`src/rtl/alu_pkg.sv`:
```
package alu_pkg;

  localparam int FLAG_Z = 3;
  localparam int FLAG_N = 2;
  localparam int FLAG_H = 1;
  localparam int FLAG_C = 0;

  typedef enum logic [2:0] {
    FN_ADD = 3'd0,
    FN_ADC = 3'd1,
    FN_SUB = 3'd2,
    FN_SBC = 3'd3,
    FN_AND = 3'd4,
    FN_XOR = 3'd5,
    FN_OR  = 3'd6,
    FN_CP  = 3'd7
  } aluFunc_t;

  typedef enum logic [2:0] {
    UN_ROL  = 3'd0,
    UN_ROR  = 3'd1,
    UN_ROLC = 3'd2,
    UN_RORC = 3'd3,
    UN_INV  = 3'd4,
    UN_SETC = 3'd5,
    UN_FLPC = 3'd6,
    UN_NOP  = 3'd7
  } unaryOp_t;

  typedef struct packed {
    logic arith;
    logic subtract;
    logic carryIn;
    logic logicAnd;
    logic logicXor;
    logic logicOr;
    logic writeAcc;
    logic rotate;
    logic rotLeft;
    logic rotThru;
    logic complement;
    logic setCarry;
    logic flipCarry;
  } aluStrobe_t;

endpackage

```
`src/rtl/alu_ctrl.sv`:
```
module alu_ctrl
  import alu_pkg::*;
(
  input  logic       isUnary,
  input  logic [2:0] funcSel,
  input  logic [2:0] unarySel,
  output aluStrobe_t strobe
);

  aluFunc_t fnCode;
  unaryOp_t unCode;

  assign fnCode = aluFunc_t'(funcSel);
  assign unCode = unaryOp_t'(unarySel);

  always_comb begin
    strobe = '0;
    if (!isUnary) begin
      unique case (fnCode)
        FN_ADD: begin strobe.arith = 1'b1; strobe.writeAcc = 1'b1; end
        FN_ADC: begin strobe.arith = 1'b1; strobe.carryIn = 1'b1; strobe.writeAcc = 1'b1; end
        FN_SUB: begin strobe.arith = 1'b1; strobe.subtract = 1'b1; strobe.writeAcc = 1'b1; end
        FN_SBC: begin
          strobe.arith    = 1'b1;
          strobe.subtract = 1'b1;
          strobe.carryIn  = 1'b1;
          strobe.writeAcc = 1'b1;
        end
        FN_AND: begin strobe.logicAnd = 1'b1; strobe.writeAcc = 1'b1; end
        FN_XOR: begin strobe.logicXor = 1'b1; strobe.writeAcc = 1'b1; end
        FN_OR:  begin strobe.logicOr = 1'b1; strobe.writeAcc = 1'b1; end
        FN_CP:  begin strobe.arith = 1'b1; strobe.subtract = 1'b1; end
        default: strobe = '0;
      endcase
    end else begin
      unique case (unCode)
        UN_ROL:  begin strobe.rotate = 1'b1; strobe.rotLeft = 1'b1; strobe.writeAcc = 1'b1; end
        UN_ROR:  begin strobe.rotate = 1'b1; strobe.writeAcc = 1'b1; end
        UN_ROLC: begin
          strobe.rotate   = 1'b1;
          strobe.rotLeft  = 1'b1;
          strobe.rotThru  = 1'b1;
          strobe.writeAcc = 1'b1;
        end
        UN_RORC: begin strobe.rotate = 1'b1; strobe.rotThru = 1'b1; strobe.writeAcc = 1'b1; end
        UN_INV:  begin strobe.complement = 1'b1; strobe.writeAcc = 1'b1; end
        UN_SETC: strobe.setCarry = 1'b1;
        UN_FLPC: strobe.flipCarry = 1'b1;
        UN_NOP:  strobe = '0;
        default: strobe = '0;
      endcase
    end
  end

endmodule

```
`src/rtl/alu_datapath.sv`:
```
module alu_datapath
  import alu_pkg::*;
#(
  parameter int DATA_W = 8
) (
  input  aluStrobe_t        strobe,
  input  logic [DATA_W-1:0] accIn,
  input  logic [DATA_W-1:0] operand,
  input  logic [3:0]        flagsIn,
  output logic [DATA_W-1:0] resAcc,
  output logic [3:0]        resFlags
);

  localparam int HALF_W = DATA_W / 2;

  logic              carryBit;
  logic [DATA_W:0]   wideSum;
  logic [HALF_W:0]   lowSum;
  logic [DATA_W:0]   cinWide;
  logic [HALF_W:0]   cinLow;
  logic [DATA_W-1:0] andVec;
  logic [DATA_W-1:0] xorVec;
  logic [DATA_W-1:0] orVec;
  logic [DATA_W-1:0] logicRes;
  logic [DATA_W-1:0] rotRes;
  logic              rotOut;
  logic              rotFill;
  logic              isLogic;

  assign carryBit = strobe.carryIn & flagsIn[FLAG_C];
  assign cinWide  = {{DATA_W{1'b0}}, carryBit};
  assign cinLow   = {{HALF_W{1'b0}}, carryBit};

  always_comb begin
    if (strobe.subtract) begin
      wideSum = {1'b0, accIn} - {1'b0, operand} - cinWide;
      lowSum  = {1'b0, accIn[HALF_W-1:0]} - {1'b0, operand[HALF_W-1:0]} - cinLow;
    end else begin
      wideSum = {1'b0, accIn} + {1'b0, operand} + cinWide;
      lowSum  = {1'b0, accIn[HALF_W-1:0]} + {1'b0, operand[HALF_W-1:0]} + cinLow;
    end
  end

  for (genvar b = 0; b < DATA_W; b++) begin : g_bitLogic
    assign andVec[b] = accIn[b] & operand[b];
    assign xorVec[b] = accIn[b] ^ operand[b];
    assign orVec[b]  = accIn[b] | operand[b];
  end

  assign isLogic  = strobe.logicAnd | strobe.logicXor | strobe.logicOr;
  assign logicRes = strobe.logicAnd ? andVec : (strobe.logicXor ? xorVec : orVec);

  always_comb begin
    if (strobe.rotLeft) begin
      rotOut  = accIn[DATA_W-1];
      rotFill = strobe.rotThru ? flagsIn[FLAG_C] : accIn[DATA_W-1];
      rotRes  = {accIn[DATA_W-2:0], rotFill};
    end else begin
      rotOut  = accIn[0];
      rotFill = strobe.rotThru ? flagsIn[FLAG_C] : accIn[0];
      rotRes  = {rotFill, accIn[DATA_W-1:1]};
    end
  end

  always_comb begin
    resAcc   = accIn;
    resFlags = flagsIn;
    if (strobe.arith) begin
      resAcc           = wideSum[DATA_W-1:0];
      resFlags[FLAG_Z] = (wideSum[DATA_W-1:0] == '0);
      resFlags[FLAG_N] = strobe.subtract;
      resFlags[FLAG_H] = lowSum[HALF_W];
      resFlags[FLAG_C] = wideSum[DATA_W];
    end else if (isLogic) begin
      resAcc           = logicRes;
      resFlags[FLAG_Z] = (logicRes == '0);
      resFlags[FLAG_N] = 1'b0;
      resFlags[FLAG_H] = strobe.logicAnd;
      resFlags[FLAG_C] = 1'b0;
    end else if (strobe.rotate) begin
      resAcc   = rotRes;
      resFlags = {3'b000, rotOut};
    end else if (strobe.complement) begin
      resAcc           = ~accIn;
      resFlags[FLAG_N] = 1'b1;
      resFlags[FLAG_H] = 1'b1;
    end else if (strobe.setCarry) begin
      resFlags[FLAG_N] = 1'b0;
      resFlags[FLAG_H] = 1'b0;
      resFlags[FLAG_C] = 1'b1;
    end else if (strobe.flipCarry) begin
      resFlags[FLAG_N] = 1'b0;
      resFlags[FLAG_H] = 1'b0;
      resFlags[FLAG_C] = ~flagsIn[FLAG_C];
    end
  end

endmodule

```
`src/rtl/acc_alu_unit.sv`:
```
module acc_alu_unit
  import alu_pkg::*;
#(
  parameter int DATA_W = 8
) (
  input  logic              clk,
  input  logic              rstN,
  input  logic              inValid,
  input  logic              isUnary,
  input  logic [2:0]        funcSel,
  input  logic [2:0]        unarySel,
  input  logic              useImm,
  input  logic [DATA_W-1:0] accIn,
  input  logic [DATA_W-1:0] regOperand,
  input  logic [DATA_W-1:0] immOperand,
  input  logic [3:0]        flagsIn,
  output logic              outValid,
  output logic [DATA_W-1:0] accOut,
  output logic              accWrEn,
  output logic [3:0]        flagsOut
);

  aluStrobe_t        strobe;
  logic [DATA_W-1:0] operand;
  logic [DATA_W-1:0] nextAcc;
  logic [3:0]        nextFlags;

  assign operand = useImm ? immOperand : regOperand;

  alu_ctrl u_ctrl (
    .isUnary  (isUnary),
    .funcSel  (funcSel),
    .unarySel (unarySel),
    .strobe   (strobe)
  );

  alu_datapath #(.DATA_W(DATA_W)) u_dp (
    .strobe   (strobe),
    .accIn    (accIn),
    .operand  (operand),
    .flagsIn  (flagsIn),
    .resAcc   (nextAcc),
    .resFlags (nextFlags)
  );

  always_ff @(posedge clk) begin
    if (!rstN) begin
      outValid <= 1'b0;
      accOut   <= '0;
      accWrEn  <= 1'b0;
      flagsOut <= '0;
    end else begin
      outValid <= inValid;
      if (inValid) begin
        accOut   <= nextAcc;
        accWrEn  <= strobe.writeAcc;
        flagsOut <= nextFlags;
      end else begin
        accWrEn  <= 1'b0;
      end
    end
  end

endmodule

```
`config.mk`:
```
export PLATFORM = sky130hd
export DESIGN_NAME = acc_alu_unit
export DESIGN_NICKNAME = d
export VERILOG_FILES = /design/src/rtl/alu_pkg.sv /design/src/rtl/alu_ctrl.sv /design/src/rtl/alu_datapath.sv /design/src/rtl/acc_alu_unit.sv
export SDC_FILE = /design/constraint.sdc
export NUM_CORES = 1
export LEC_CHECK = 0
export ABC_AREA = 1
export ABC_CLOCK_PERIOD_IN_PS = 5600
export BUFFER_PORTS_ARGS = -buffer_cell sky130_fd_sc_hd__buf_2
export CORE_ASPECT_RATIO = 0.8
export CORE_MARGIN = 3
export CORE_UTILIZATION = 53
export DETAILED_ROUTE_END_ITERATION = 8
export GPL_TIMING_DRIVEN = 0
export PLACE_DENSITY = 0.81
export SLEW_MARGIN = 30
export SYNTH_ARGS = -nofsm -noshare
export SYNTH_HDL_FRONTEND = slang
export SYNTH_SLANG_ARGS = --single-unit
```
`constraint.sdc`:
```
create_clock -name clk -period 5.6 [get_ports clk]
set_clock_uncertainty 0.05 [all_clocks]
set_input_delay 0.28 -clock clk [delete_from_list [all_inputs] [get_ports clk]]
set_output_delay 0.28 -clock clk [all_outputs]
set_load 0.05 [all_outputs]
```
== Yosys cells after proc, flatten, opt, wreduce, memory -nomap -nowiden ==
Index checks and enable logic that the tools add are counted.

* Bits in registers: 14
* Input bits: 39
* Output and inout bits: 14
* Word-level logic and storage cells: 103

* $add $sub $neg: 8
* Equal/unequal tests: 13
* Muxes and demuxes: 36
* Bitwise logic cells: 29
* Reduce and logical (&&, ||, !) cells: 13

{| class="wikitable"
|+ Operators by type and width
! cell !! number
|-
| $mux 8 || 8
|-
| $eq 3x3->1 const B || 7
|-
| $mux 1 || 19
|-
| $logic_not 8->1 || 2
|-
| $mux 13 || 1
|-
| $eq 3x2->1 const B || 4
|-
| $or 1x1->1 || 10
|-
| $reduce_or 5->1 || 2
|-
| $add 8x8->9 || 1
|-
| $add 9x1->9 || 1
|-
| $and 1x1->1 || 9
|-
| $mux 3 || 3
|-
| $mux 9 || 1
|-
| $sub 8x8->9 || 1
|-
| $sub 9x1->9 || 1
|-
| $mux 4 || 2
|-
| $not 8->8 || 1
|-
| $xor 1x1->1 || 8
|-
| $reduce_or 7->1 || 1
|-
| $eq 3x1->1 const B || 2
|-
| $logic_not 3->1 || 2
|-
| $reduce_or 2->1 || 3
|-
| $add 4x4->5 || 1
|-
| $add 5x1->5 || 1
|-
| 8 further kinds || 8
|}

== Logic depth before layout (Yosys ltp) ==
Gate-level depths: netlist (run 1).

* Word-level depth: 10
* Depth in mapped cells: 19
* Gate-level depth less buffers: 19

== Cells and area by module ==
Synthesis (run 1) repeated with hierarchy kept, for this count alone.

* Cell total of the unflattened synthesis: 478
* Area total of the unflattened synthesis: 2803.9 um^2

{| class="wikitable"
|+ Modules (own cells, without submodules)
! module !! instances !! cells an instance !! area an instance (um^2) !! sequential area each (um^2)
|-
| alu_datapath || 1 || 343 || 1938.1 || 0.0
|-
| acc_alu_unit || 1 || 107 || 742.0 || 280.3
|-
| alu_ctrl || 1 || 28 || 123.9 || 0.0
|}

== Worst setup path before layout (run 1) ==
No wires, ideal clock.

* Kind: input to register
* From: input port useImm
* To: register flagsOut[3]
* Library setup time: 70 ps
* Data arrival time: 2407 ps
* Required time: 5480 ps
* Slack: 3073 ps
* Cell stages on the path: 15
* Path buffers: 1
* Path through: clkbuf_1 nand2_1 o21ai_0 inv_1 fa_1 inv_1 fa_1 nand3b_1 nand2_1 nand2_1 nor2_1 nand2_1 nor2_1 nand4_1 a21oi_1

* Cells in the longest elaborated chain, start to end: 7
* Elaborated cells on any way between the ends: 36
* Classes of those cells: 4 x add/sub; 6 x mux; 24 x bitwise; 2 x reduce/logical

{| class="wikitable"
|+ RTL lines
! element !! RTL line !! source
|-
| from (decl) || acc_alu_unit.sv:12 || <nowiki>input logic useImm,</nowiki>
|-
| $mux 8 (*) || acc_alu_unit.sv:28 || <nowiki>assign operand = useImm ? immOperand : regOperand;</nowiki>
|-
| parallel branches: the longest is 5 deep, another holds $add 8x8->9 || n/a ||
|-
| $mux 4 (*) || alu_datapath.sv:68 || <nowiki>if (strobe.arith) begin</nowiki>
|-
| to (signal assigned) || acc_alu_unit.sv:57 || <nowiki>flagsOut <= nextFlags;</nowiki>
|-
| to (decl) || acc_alu_unit.sv:20 || <nowiki>output logic [3:0] flagsOut</nowiki>
|}

Every way passes the cells marked *.
A chain may end at the register's enable or synchronous reset.

== Final worst setup path (run 1) ==
Same ends and word-level chain as after synthesis.

==> run summary, run 1 <==
For the pin count of the biggest net entering global routing, the log shows 11. TritonCTS built the clock tree. Timing would allow up to 332.5 MHz. The run gives 0 as the leftover overflow at the end of global routing. The worst register-to-register path ends at flagsOut[2]$_SDFFE_PN0P_. The number of antenna violations at the first check in global routing was 0. For the final setup TNS, the log shows 0 ns. The number of clock buffers added by TritonCTS is 3.

In this run the tool buffered the top-level ports with 50 buffer cells. The cell area that synthesis handed to floorplanning was 0.002651 mm^2. The switching share of power was 49.44%. The tools report the number of resized instances in the post-cts repair step as 0. For the initial detailed-routing violation count, the log shows 350. The number of global-route vias before repair came out at 2895. The critical path in this run is classified as input port to register. The average cell area after synthesis works out to 5.605 um^2. The total of flip-flops plus latches after synthesis was 14; the proportion of power drawn by flip-flops and latches was 21.7%. The clock passes through at most 2 buffers. The run finished with clean final reports.

After floorplanning, the core was sized to cover 0.004707 mm^2. After routing the design area is 0.003018 mm^2. The analysis attributes to cell leakage a power of 1.761 nW. The worst setup path is launched from an input port. The combinational family with the most area after synthesis is simple AND/OR/NAND/NOR gates.

After technology mapping, the gate count stands at 473. Across all layers, the routed design uses 3321 vias. The number of top-level design ports was 53; the adder-cell share of the synthesized area was 17.18%. The worst-case hold path end point was outValid$_SDFF_PN0_.

For the H-tree depth, the log shows 1. Power comes to 511.5 uW. The worst setup path is captured at a register. Final-report hold violation count: 0. The transition time of the tightest slew-check pin works out to 0.7334 ns. The routed length per placed instance is 14.32 um. Timing analysis after detailed placement gives a worst setup slack of 2.358 ns. The worst pin sits at a relative slew slack of 50.59%.

Of the total synthesized cell area, the portion taken by XOR and XNOR cells is 0.6607%. The net total in the final layout was 601. The run gives 0.002977 mm^2 as the area after detailed placement.

The count of TritonRoute iterations in the first routing pass was 6; the die height was 69.26 um. The floorplan has 22 rows. Leaving out fill and tap cells, the most frequent cells in the layout are sky130_fd_sc_hd__nand2_1, sky130_fd_sc_hd__inv_1, sky130_fd_sc_hd__buf_2, sky130_fd_sc_hd__nand3_1, sky130_fd_sc_hd__o21ai_0. The worst-path maximum fanout is 10. The number of antenna-violating nets in the routed design was 0; the die area was 0.005892 mm^2. For this run, design rule violations remaining after detail routing come to 0. Post-synthesis sequential area ratio: 10.57%.

The cell depth of the worst flop-to-flop path works out to 2. For this configuration, the core starts out at a cell density of 56.33%. The logs give 546 for the synthesized netlist net count and 0 for the post-CTS setup buffer count. The worst register-to-register path begins at flagsOut[2]$_SDFFE_PN0P_. The total number of clock tree sinks is 14. Setup repair after global routing left no endpoint under its margin. The data required time at the worst endpoint was 5.73 ns; the ratio of final minimum period to clock period was 53.71%. For this design, the CTS-stage hold fixing added 0 buffers. The startpoint identified for the worst hold timing path is rstN. The post-route netlist has 13.88% of its cells at a drive strength greater than 1.

The post-synthesis simple-gate area fraction came out at 38.41%. Across every metal layer, demand over resource in global routing totals 28.80%. The logs give 4.88 ns for the worst-case register-to-register setup slack and 145.7 uV for the maximum ir drop on the vdd rail.

During synthesis, Yosys emitted a total of 0 warnings. The net switching power was 252.9 uW; the vias per cell was 5.667. The wire length of the first global-routing pass was 13.77 mm. Per report_power, the clock group accounts for 16.5% of the total.

In this run the horizontal extent of the chip is 85.08 um. For this run, the share of the core covered by cells in the final layout is 64.11%. The worst path arrival time is 3.14 ns, and the clock transition time at the flip-flop clock pins of the worst setup and hold paths is 0.05 ns. The setup slack of the critical path after layout is 2.592 ns, and the count of final setup violators is 0. Measured against the total synthesized area, the mux share comes to 0%.

The number of pins with negative max-slew slack in the final report came out at 0. The run gives 0 as the max-cap violation count. The worst hold path belongs to the class input port to register. Leaving out fill and tap cells, the most frequent cell in the layout is sky130_fd_sc_hd__nand2_1. Combinational logic burns 61.8% of the power. In this run the power density over the cells is 169.5 mW/mm^2.

The tools report the CTS root buffer as sky130_fd_sc_hd__clkbuf_8. The sum of net half-perimeters after detailed placement came out at 7.008 mm. Clock latency on the worst-skew pair, taken at its later pin, is 0.25 ns. The final period demand of the worst path was 3.008 ns; the unique cell type count in the Yosys netlist was 36. Counting instances, the worst hold path has a depth of 3.

Routed wire length: 8.389 mm. The share of the synthesized area in compound gates (AO/OA/AOI/OAI) works out to 17.32%. The internal power of the cells totals 258.6 uW. The final antenna diode count was 0; the area growth from synthesis to final layout was 13.83%. The run gives 0.9376 as the final weighted congestion of routability-driven global placement.
## per-stage QoR
stage / hold slack, ns / std cells
detailed placement: 0.4069 / 583
CTS: 0.2407 / 586
global route: 0.2570 / 586
global placement: 0.4027 / 583
floorplan: 0.3449 / 473
finish: 0.2430 / 586
## power by group through the flow
stage	clock (mW)	sequential, mW	combinational [mW]
floorplan	0	0.141	0.196
global placement	0	0.113	0.302
detailed placement	0	0.113	0.309
CTS	0.0823	0.111	0.310
global route	0.0870	0.112	0.356
finish	0.0845	0.111	0.316
## logic make-up after synthesis
kind of cell	count (synthesis)
buffers and inverters	106
adders and majority gates	34
and+or+nand+nor	234
xor gates and xnor gates	2
AOI/OAI and AO/OA	83
DFF	14
## registers in the layout, indices dropped and copies added (netlist names)
signal and count:
accWrEn 1, flagsOut 4, accOut 8, outValid 1
## layout make-up
| type | instances | area [um^2] |
|---|---|---|
| Fill cell | 489 | 1689 |
| Clock buffer | 3 | 41.29 |
| Inverter | 95 | 356.6 |
| Multi-Input combinational cell | 353 | 1951 |
| Timing Repair Buffer | 50 | 250.2 |
| Buffer | 11 | 63.81 |
| Tap cell | 60 | 75.07 |
| Sequential cell | 14 | 280.3 |
## critical path, stage by stage
cell	delay, ns
sky130_fd_sc_hd__buf_2	0.13
sky130_fd_sc_hd__clkbuf_1	0.31
sky130_fd_sc_hd__nand2_1	0.08
sky130_fd_sc_hd__o21ai_0	0.29
sky130_fd_sc_hd__inv_1	0.18
sky130_fd_sc_hd__fa_1	0.44
sky130_fd_sc_hd__inv_1	0.10
sky130_fd_sc_hd__fa_1	0.44
sky130_fd_sc_hd__nand3b_1	0.20
sky130_fd_sc_hd__nand2_1	0.08
sky130_fd_sc_hd__nand2_1	0.05
sky130_fd_sc_hd__nor2_1	0.12
sky130_fd_sc_hd__nand2_1	0.07
sky130_fd_sc_hd__nor2_1	0.09
sky130_fd_sc_hd__nand4_1	0.14
sky130_fd_sc_hd__a21oi_1	0.16
## how the worst max path moves through the flow
stage | start | to | slack (ns) | depth (start not counted)
2_1_floorplan | useImm | flagsOut[3]$_SDFFE_PN0P_ | 3.07 | 15
3_3_place_gp | useImm | flagsOut[3]$_SDFFE_PN0P_ | 2.46 | 16
3_5_place_dp | useImm | flagsOut[3]$_SDFFE_PN0P_ | 2.36 | 16
4_1_cts | useImm | flagsOut[3]$_SDFFE_PN0P_ | 2.61 | 16
5_1_grt | useImm | flagsOut[3]$_SDFFE_PN0P_ | 2.34 | 16
6_report | useImm | flagsOut[3]$_SDFFE_PN0P_ | 2.59 | 16
## cell usage after synthesis
| library cell | number | area share (%) |
|---|---|---|
| sky130_fd_sc_hd__nand2_1 | 135 | 19 |
| sky130_fd_sc_hd__inv_1 | 90 | 13 |
| sky130_fd_sc_hd__nand3_1 | 49 | 9.2 |
| sky130_fd_sc_hd__o21ai_0 | 41 | 7.7 |
| sky130_fd_sc_hd__ha_1 | 30 | 14 |
| sky130_fd_sc_hd__nor2_1 | 25 | 3.5 |
| sky130_fd_sc_hd__a21oi_1 | 22 | 4.2 |
| sky130_fd_sc_hd__dfxtp_1 | 14 | 11 |
| sky130_fd_sc_hd__a31oi_1 | 7 | 1.7 |
| sky130_fd_sc_hd__nand3b_1 | 6 | 1.7 |
| sky130_fd_sc_hd__nand4_1 | 6 | 1.4 |
| sky130_fd_sc_hd__clkbuf_1 | 4 | 0.57 |
| sky130_fd_sc_hd__fa_1 | 4 | 3.0 |
| sky130_fd_sc_hd__inv_2 | 4 | 0.57 |
| sky130_fd_sc_hd__o211ai_1 | 4 | 1.1 |
| sky130_fd_sc_hd__buf_2 | 3 | 0.57 |
| sky130_fd_sc_hd__nand2_2 | 3 | 0.71 |
| sky130_fd_sc_hd__nor2_2 | 3 | 0.71 |
| sky130_fd_sc_hd__a211oi_1 | 2 | 0.57 |
| sky130_fd_sc_hd__a221oi_1 | 2 | 0.66 |
| sky130_fd_sc_hd__buf_6 | 2 | 0.85 |
| sky130_fd_sc_hd__nor2_4 | 2 | 0.85 |
| sky130_fd_sc_hd__or2_2 | 2 | 0.47 |
| sky130_fd_sc_hd__a21boi_1 | 1 | 0.28 |
| sky130_fd_sc_hd__a41oi_1 | 1 | 0.33 |
| sky130_fd_sc_hd__buf_1 | 1 | 0.14 |
| sky130_fd_sc_hd__buf_4 | 1 | 0.28 |
| sky130_fd_sc_hd__clkinv_1 | 1 | 0.14 |
| sky130_fd_sc_hd__nor3_1 | 1 | 0.19 |
| sky130_fd_sc_hd__nor4_1 | 1 | 0.24 |
| sky130_fd_sc_hd__o2111ai_1 | 1 | 0.33 |
| sky130_fd_sc_hd__o21a_1 | 1 | 0.28 |
| sky130_fd_sc_hd__o21ai_1 | 1 | 0.19 |
| sky130_fd_sc_hd__or2_0 | 1 | 0.24 |
| sky130_fd_sc_hd__xnor2_1 | 1 | 0.33 |
| sky130_fd_sc_hd__xor2_1 | 1 | 0.33 |
## layer usage
metal / vias up / GRT usage, % / share of wire (%)
met2: 190 / 42.16 / 42
li1: 1622 / - / -
met3: 15 / 3.563 / 12
met4: 0 / 7.206 / 2.0
met1: 1494 / 44.09 / 45
met5: - / 0 / 0
No activity file was read; power rests on OpenSTA's default activity.
==> run 2, diff against run 1 <==
Settings changed: ABC_AREA 1 to 0, ABC_CLOCK_PERIOD_IN_PS 5600 to 2900.
Clock period 5.6 ns to 2.9 ns, I/O delays scaled along.
==> run summary, run 2 <==
The run gives 455 (-22%) as the number of cells in the design after placement. The post-synthesis sequential area ratio is 10.74% (+0.17 points), and the leftover overflow at the end of global routing is 0 (unchanged). The pin count of the biggest net entering global routing was 20 (+9).

The worst setup path is captured at a register. Among all flip-flop cells after synthesis, the most frequent one is sky130_fd_sc_hd__dfxtp_1. The mux contribution to synthesized area came out at 11.74% (+12 points). The max-cap violation count came out at 0 (unchanged). The last element of the critical path was flagsOut[3]$_SDFFE_PN0P_. The detailed route wirelength on metal2 is 3.322 mm (-4.7%), and the share of synthesized registers carrying an async set or reset is 0% (unchanged). For the instance count of the mapped netlist, the log shows 347 (-27%). The maximum ir drop on the vdd rail is 223.7 uV (+54%). The tools report the wire length on met3 as 904 um (-6.7%). The tools report the timing-limited maximum frequency as 366.0 MHz. The post-synthesis simple-gate area fraction works out to 21.24% (-17 points).

The CTS root buffer was sky130_fd_sc_hd__clkbuf_8. Cell depth of the worst flop-to-flop path: 5 (+3). The number of buffers created by CTS is 3 (unchanged), and the later-pin clock latency in the skew report is 0.25 ns (about the same).

By count the netlist is led by sky130_fd_sc_hd__ha_1, sky130_fd_sc_hd__inv_1, sky130_fd_sc_hd__nand2_1, sky130_fd_sc_hd__mux2i_1, sky130_fd_sc_hd__nor2_1. Total of flip-flops plus latches after synthesis: 14 (unchanged). The data required time at the worst endpoint was 3.00 ns (-2.73 ns). The maximum clock path buffer count was 2 (unchanged).

From synthesis to final layout, the design area changed by 14.38%. Sum of net half-perimeters after detailed placement: 6.544 mm (-6.6%). The combinational family with the most area after synthesis is compound AO/OA/AOI/OAI gates. Area fraction of the dominant cell type after synthesis: 14.38% (-4.7 points). The library cell occupying the most area in the post-synthesis netlist was sky130_fd_sc_hd__ha_1. The share of the synthesized area in compound gates (AO/OA/AOI/OAI) is 25.98% (+8.7 points), and the number of synthesized flops with an enable pin is 0 (unchanged). The tools report the cell area after synthesis as 0.002610 mm^2 (-1.6%). The run gives 0.1680 ns (-2.424 ns) as the setup slack of the critical path after layout.

The net total in the final layout was 472 (-21%); the number of top-level design ports was 53 (unchanged). The flip-flop count of the largest register, all copies and words added is 8 (unchanged). The post-place setup slack is -0.5082 ns (-2.866 ns). The tools report the number of global-route vias before repair as 2529 (-13%). Wire length the detailed router placed on met1: 3.665 mm (-2.7%).

For the initial detailed-routing violation count, the log shows 313 (-11%). The final core utilization came out at 63.80% (-0.32 points). The run finished with clean final reports.

For the worst-case register-to-register setup slack, the log shows 1.30 ns (-3.58 ns). The count of input and output buffers was 48 (-4.0%); the count of vias placed by the detailed router was 2853 (-14%). The tools report the number of rows in the core area as 22 (unchanged).

The logs give 27.31% (-1.5 points) for the total global routing track utilization and 1.047 mW (+100%) for the overall power after layout. Initial standard-cell utilization of the core: 55.78% (-0.55 points). The logs give 7 (+1) for the count of TritonRoute iterations in the first routing pass and 0 (unchanged) for the number of antenna-violating nets in the routed design.

Endpoint of the most critical register-to-register path: flagsOut[3]$_SDFFE_PN0P_. The tools report the final instance count without filler cells as 458 (-22%). The horizontal die dimension came out at 84.46 um (-0.72%).

The average cell area after synthesis is 7.522 um^2 (+34%). The library cells used most frequently in the layout, excluding fill and tap cells, are sky130_fd_sc_hd__buf_2, sky130_fd_sc_hd__ha_1, sky130_fd_sc_hd__inv_1, sky130_fd_sc_hd__nand2_1. The worst hold path belongs to the class input port to register. The unique cell type count in the Yosys netlist is 57 (+58%). For the DRC violation count after routing, the log shows 0 (unchanged). In the post-synthesis netlist, the biggest area contributors are sky130_fd_sc_hd__ha_1, sky130_fd_sc_hd__dfxtp_1, sky130_fd_sc_hd__mux2i_1. The wire length of the first global-routing pass was 12.50 mm (-9.2%). The routed wire length is 8.173 mm (-2.6%). The most critical setup path has its startpoint at isUnary. The H-tree depth was 1 (unchanged). Among all cell types in the netlist, the one instantiated most often is sky130_fd_sc_hd__ha_1.

For the number of pins with negative max-slew slack in the final report, the log shows 0 (unchanged). TritonCTS built the clock tree. Clock transition time at the flip-flop clock pins of the worst setup and hold paths: 0.06 ns (about the same). For the worst path arrival time, the log shows 2.83 ns (-0.31 ns).

The largest registers in the layout are accOut (8), flagsOut (4). The worst-path maximum fanout was 16 (+6); the synthesized netlist net count was 420 (-23%). The topmost layer with routed signal wires is met4.

The xor-xnor portion of the synthesized cell area came out at 4.698% (+4.0 points). The transition time of the tightest slew-check pin is 0.6963 ns (-0.03706 ns). Type of origin of the critical path: an input port. The count of final setup violators is 0 (unchanged).

Counting flops per register, the top entry is accOut. The final-report hold violation count is 0 (unchanged). The run gives 0.005808 mm^2 (-1.4%) as the die area. The logs give 14 (unchanged) for the total number of clock tree sinks and 1.391 nW (-21%) for the static leakage.

The worst register-to-register path begins at flagsOut[3]$_SDFFE_PN0P_. The most common cell after layout, fill and taps aside is sky130_fd_sc_hd__buf_2. Vias per cell: 6.229 (+9.9%).

The final period demand of the worst path works out to 2.732 ns. The routed length per placed instance is 17.84 um (+25%), and the ratio of final minimum period to clock period is 94.21%. The adder-cell share of the synthesized area is 17.45% (+0.27 points), and the power density of the placed cells is 350.8 mW/mm^2 (+110%). The share of cells above drive strength 1 works out to 17.09% (+3.2 points).

The die height was 68.77 um (-0.71%); the number of warnings reported in the yosys synthesis log was 0 (unchanged). The final antenna diode count was 0 (unchanged). Setup repair after global routing left no endpoint under its margin.

The final weighted congestion of routability-driven global placement was 1.010 (+7.7%); the final setup TNS was 0 ns (unchanged). The relative slew slack was 53.58% (+3.0 points). The critical path is of the input port to register type.

The core area is 0.004679 mm^2 (-0.58%), and the number of antenna violations at the first check in global routing is 0 (unchanged).
## run 2: cell count changes in the layout (fill, tap and decap cells not counted), moves of 7 or more
cell,previous run,this run
sky130_fd_sc_hd__nand2_1,135,26
sky130_fd_sc_hd__inv_1,90,26
sky130_fd_sc_hd__nand3_1,49,10
sky130_fd_sc_hd__mux2i_1,0,24
sky130_fd_sc_hd__o21ai_0,40,22
sky130_fd_sc_hd__xnor2_1,1,12
sky130_fd_sc_hd__nand2b_1,0,8
sky130_fd_sc_hd__nor2b_1,0,8
sky130_fd_sc_hd__clkbuf_1,4,11
## run 2: final cells by class
class	count	area, um^2
multi-input cells	286	2121
fillers	434	1694
flip-flops and latches	14	280.3
repair buffers	49	247.7
plain buffers	19	108.9
inverters	26	97.59
well taps	60	75.07
clock buffers	4	55.05
## run 2: what timing repair did
item | CTS | global route
hold buffers | 0 | 0
setup buffers | 1 | 0
gates resized for setup | 2 | 2
setup endpoints to repair | 5 | 2
pin swaps | 0 | 2
hold endpoints to repair | 0 | 0
## run 2: routing by layer
metal  track usage, %  vias to the layer above
met4            12.25                        0
met1            38.53                     1263
li1                 -                     1366
met5                0                        -
met3            4.869                       30
met2            40.85                      194
## run 2: kinds of logic after synthesis
kind of cell,after synthesis
AND/OR/NAND/NOR,108
buffers and inverters,47
multiplexers,28
XOR/XNOR,14
AO/OA/AOI/OAI,102
flip-flops,14
adder cells (fa/ha/maj),34
## run 2: worst min-delay path by stage
stage	from	depth (start not counted)	slack, ns	endpoint
finish	rstN	3	0.21	accOut[7]$_SDFFE_PN0P_
global route	inValid	2	0.22	outValid$_SDFF_PN0_
global placement	accOut[2]$_SDFFE_PN0P_	1	0.41	accOut[2]$_SDFFE_PN0P_
detailed placement	accOut[2]$_SDFFE_PN0P_	1	0.42	accOut[2]$_SDFFE_PN0P_
floorplan	inValid	1	0.27	outValid$_SDFF_PN0_
CTS	rstN	3	0.21	accOut[7]$_SDFFE_PN0P_
## run 2: power by group
group | internal (mW) | leakage (nW) | switching, mW
Sequential | 0.209 | 0.116 | 0.00668
Clock | 0.120 | 0.0288 | 0.0727
Combinational | 0.244 | 1.25 | 0.394
## run 2: critical path, cell delays in order
cell	delay, ns
sky130_fd_sc_hd__buf_2	0.20
sky130_fd_sc_hd__nor2_1	0.20
sky130_fd_sc_hd__nand3_1	0.16
sky130_fd_sc_hd__fa_1	0.44
sky130_fd_sc_hd__fa_1	0.41
sky130_fd_sc_hd__nor2b_1	0.18
sky130_fd_sc_hd__o221ai_1	0.23
sky130_fd_sc_hd__mux2i_1	0.18
sky130_fd_sc_hd__a211o_1	0.33
sky130_fd_sc_hd__o41ai_2	0.33
## run 2: per-stage QoR
stage          area, um^2  hold WS, ns
4_1_cts              2982       0.2065
3_5_place_dp         2925       0.4177
5_1_grt              2985       0.2235
2_1_floorplan        2610       0.2734
6_report             2985       0.2075
3_3_place_gp         2925       0.4120
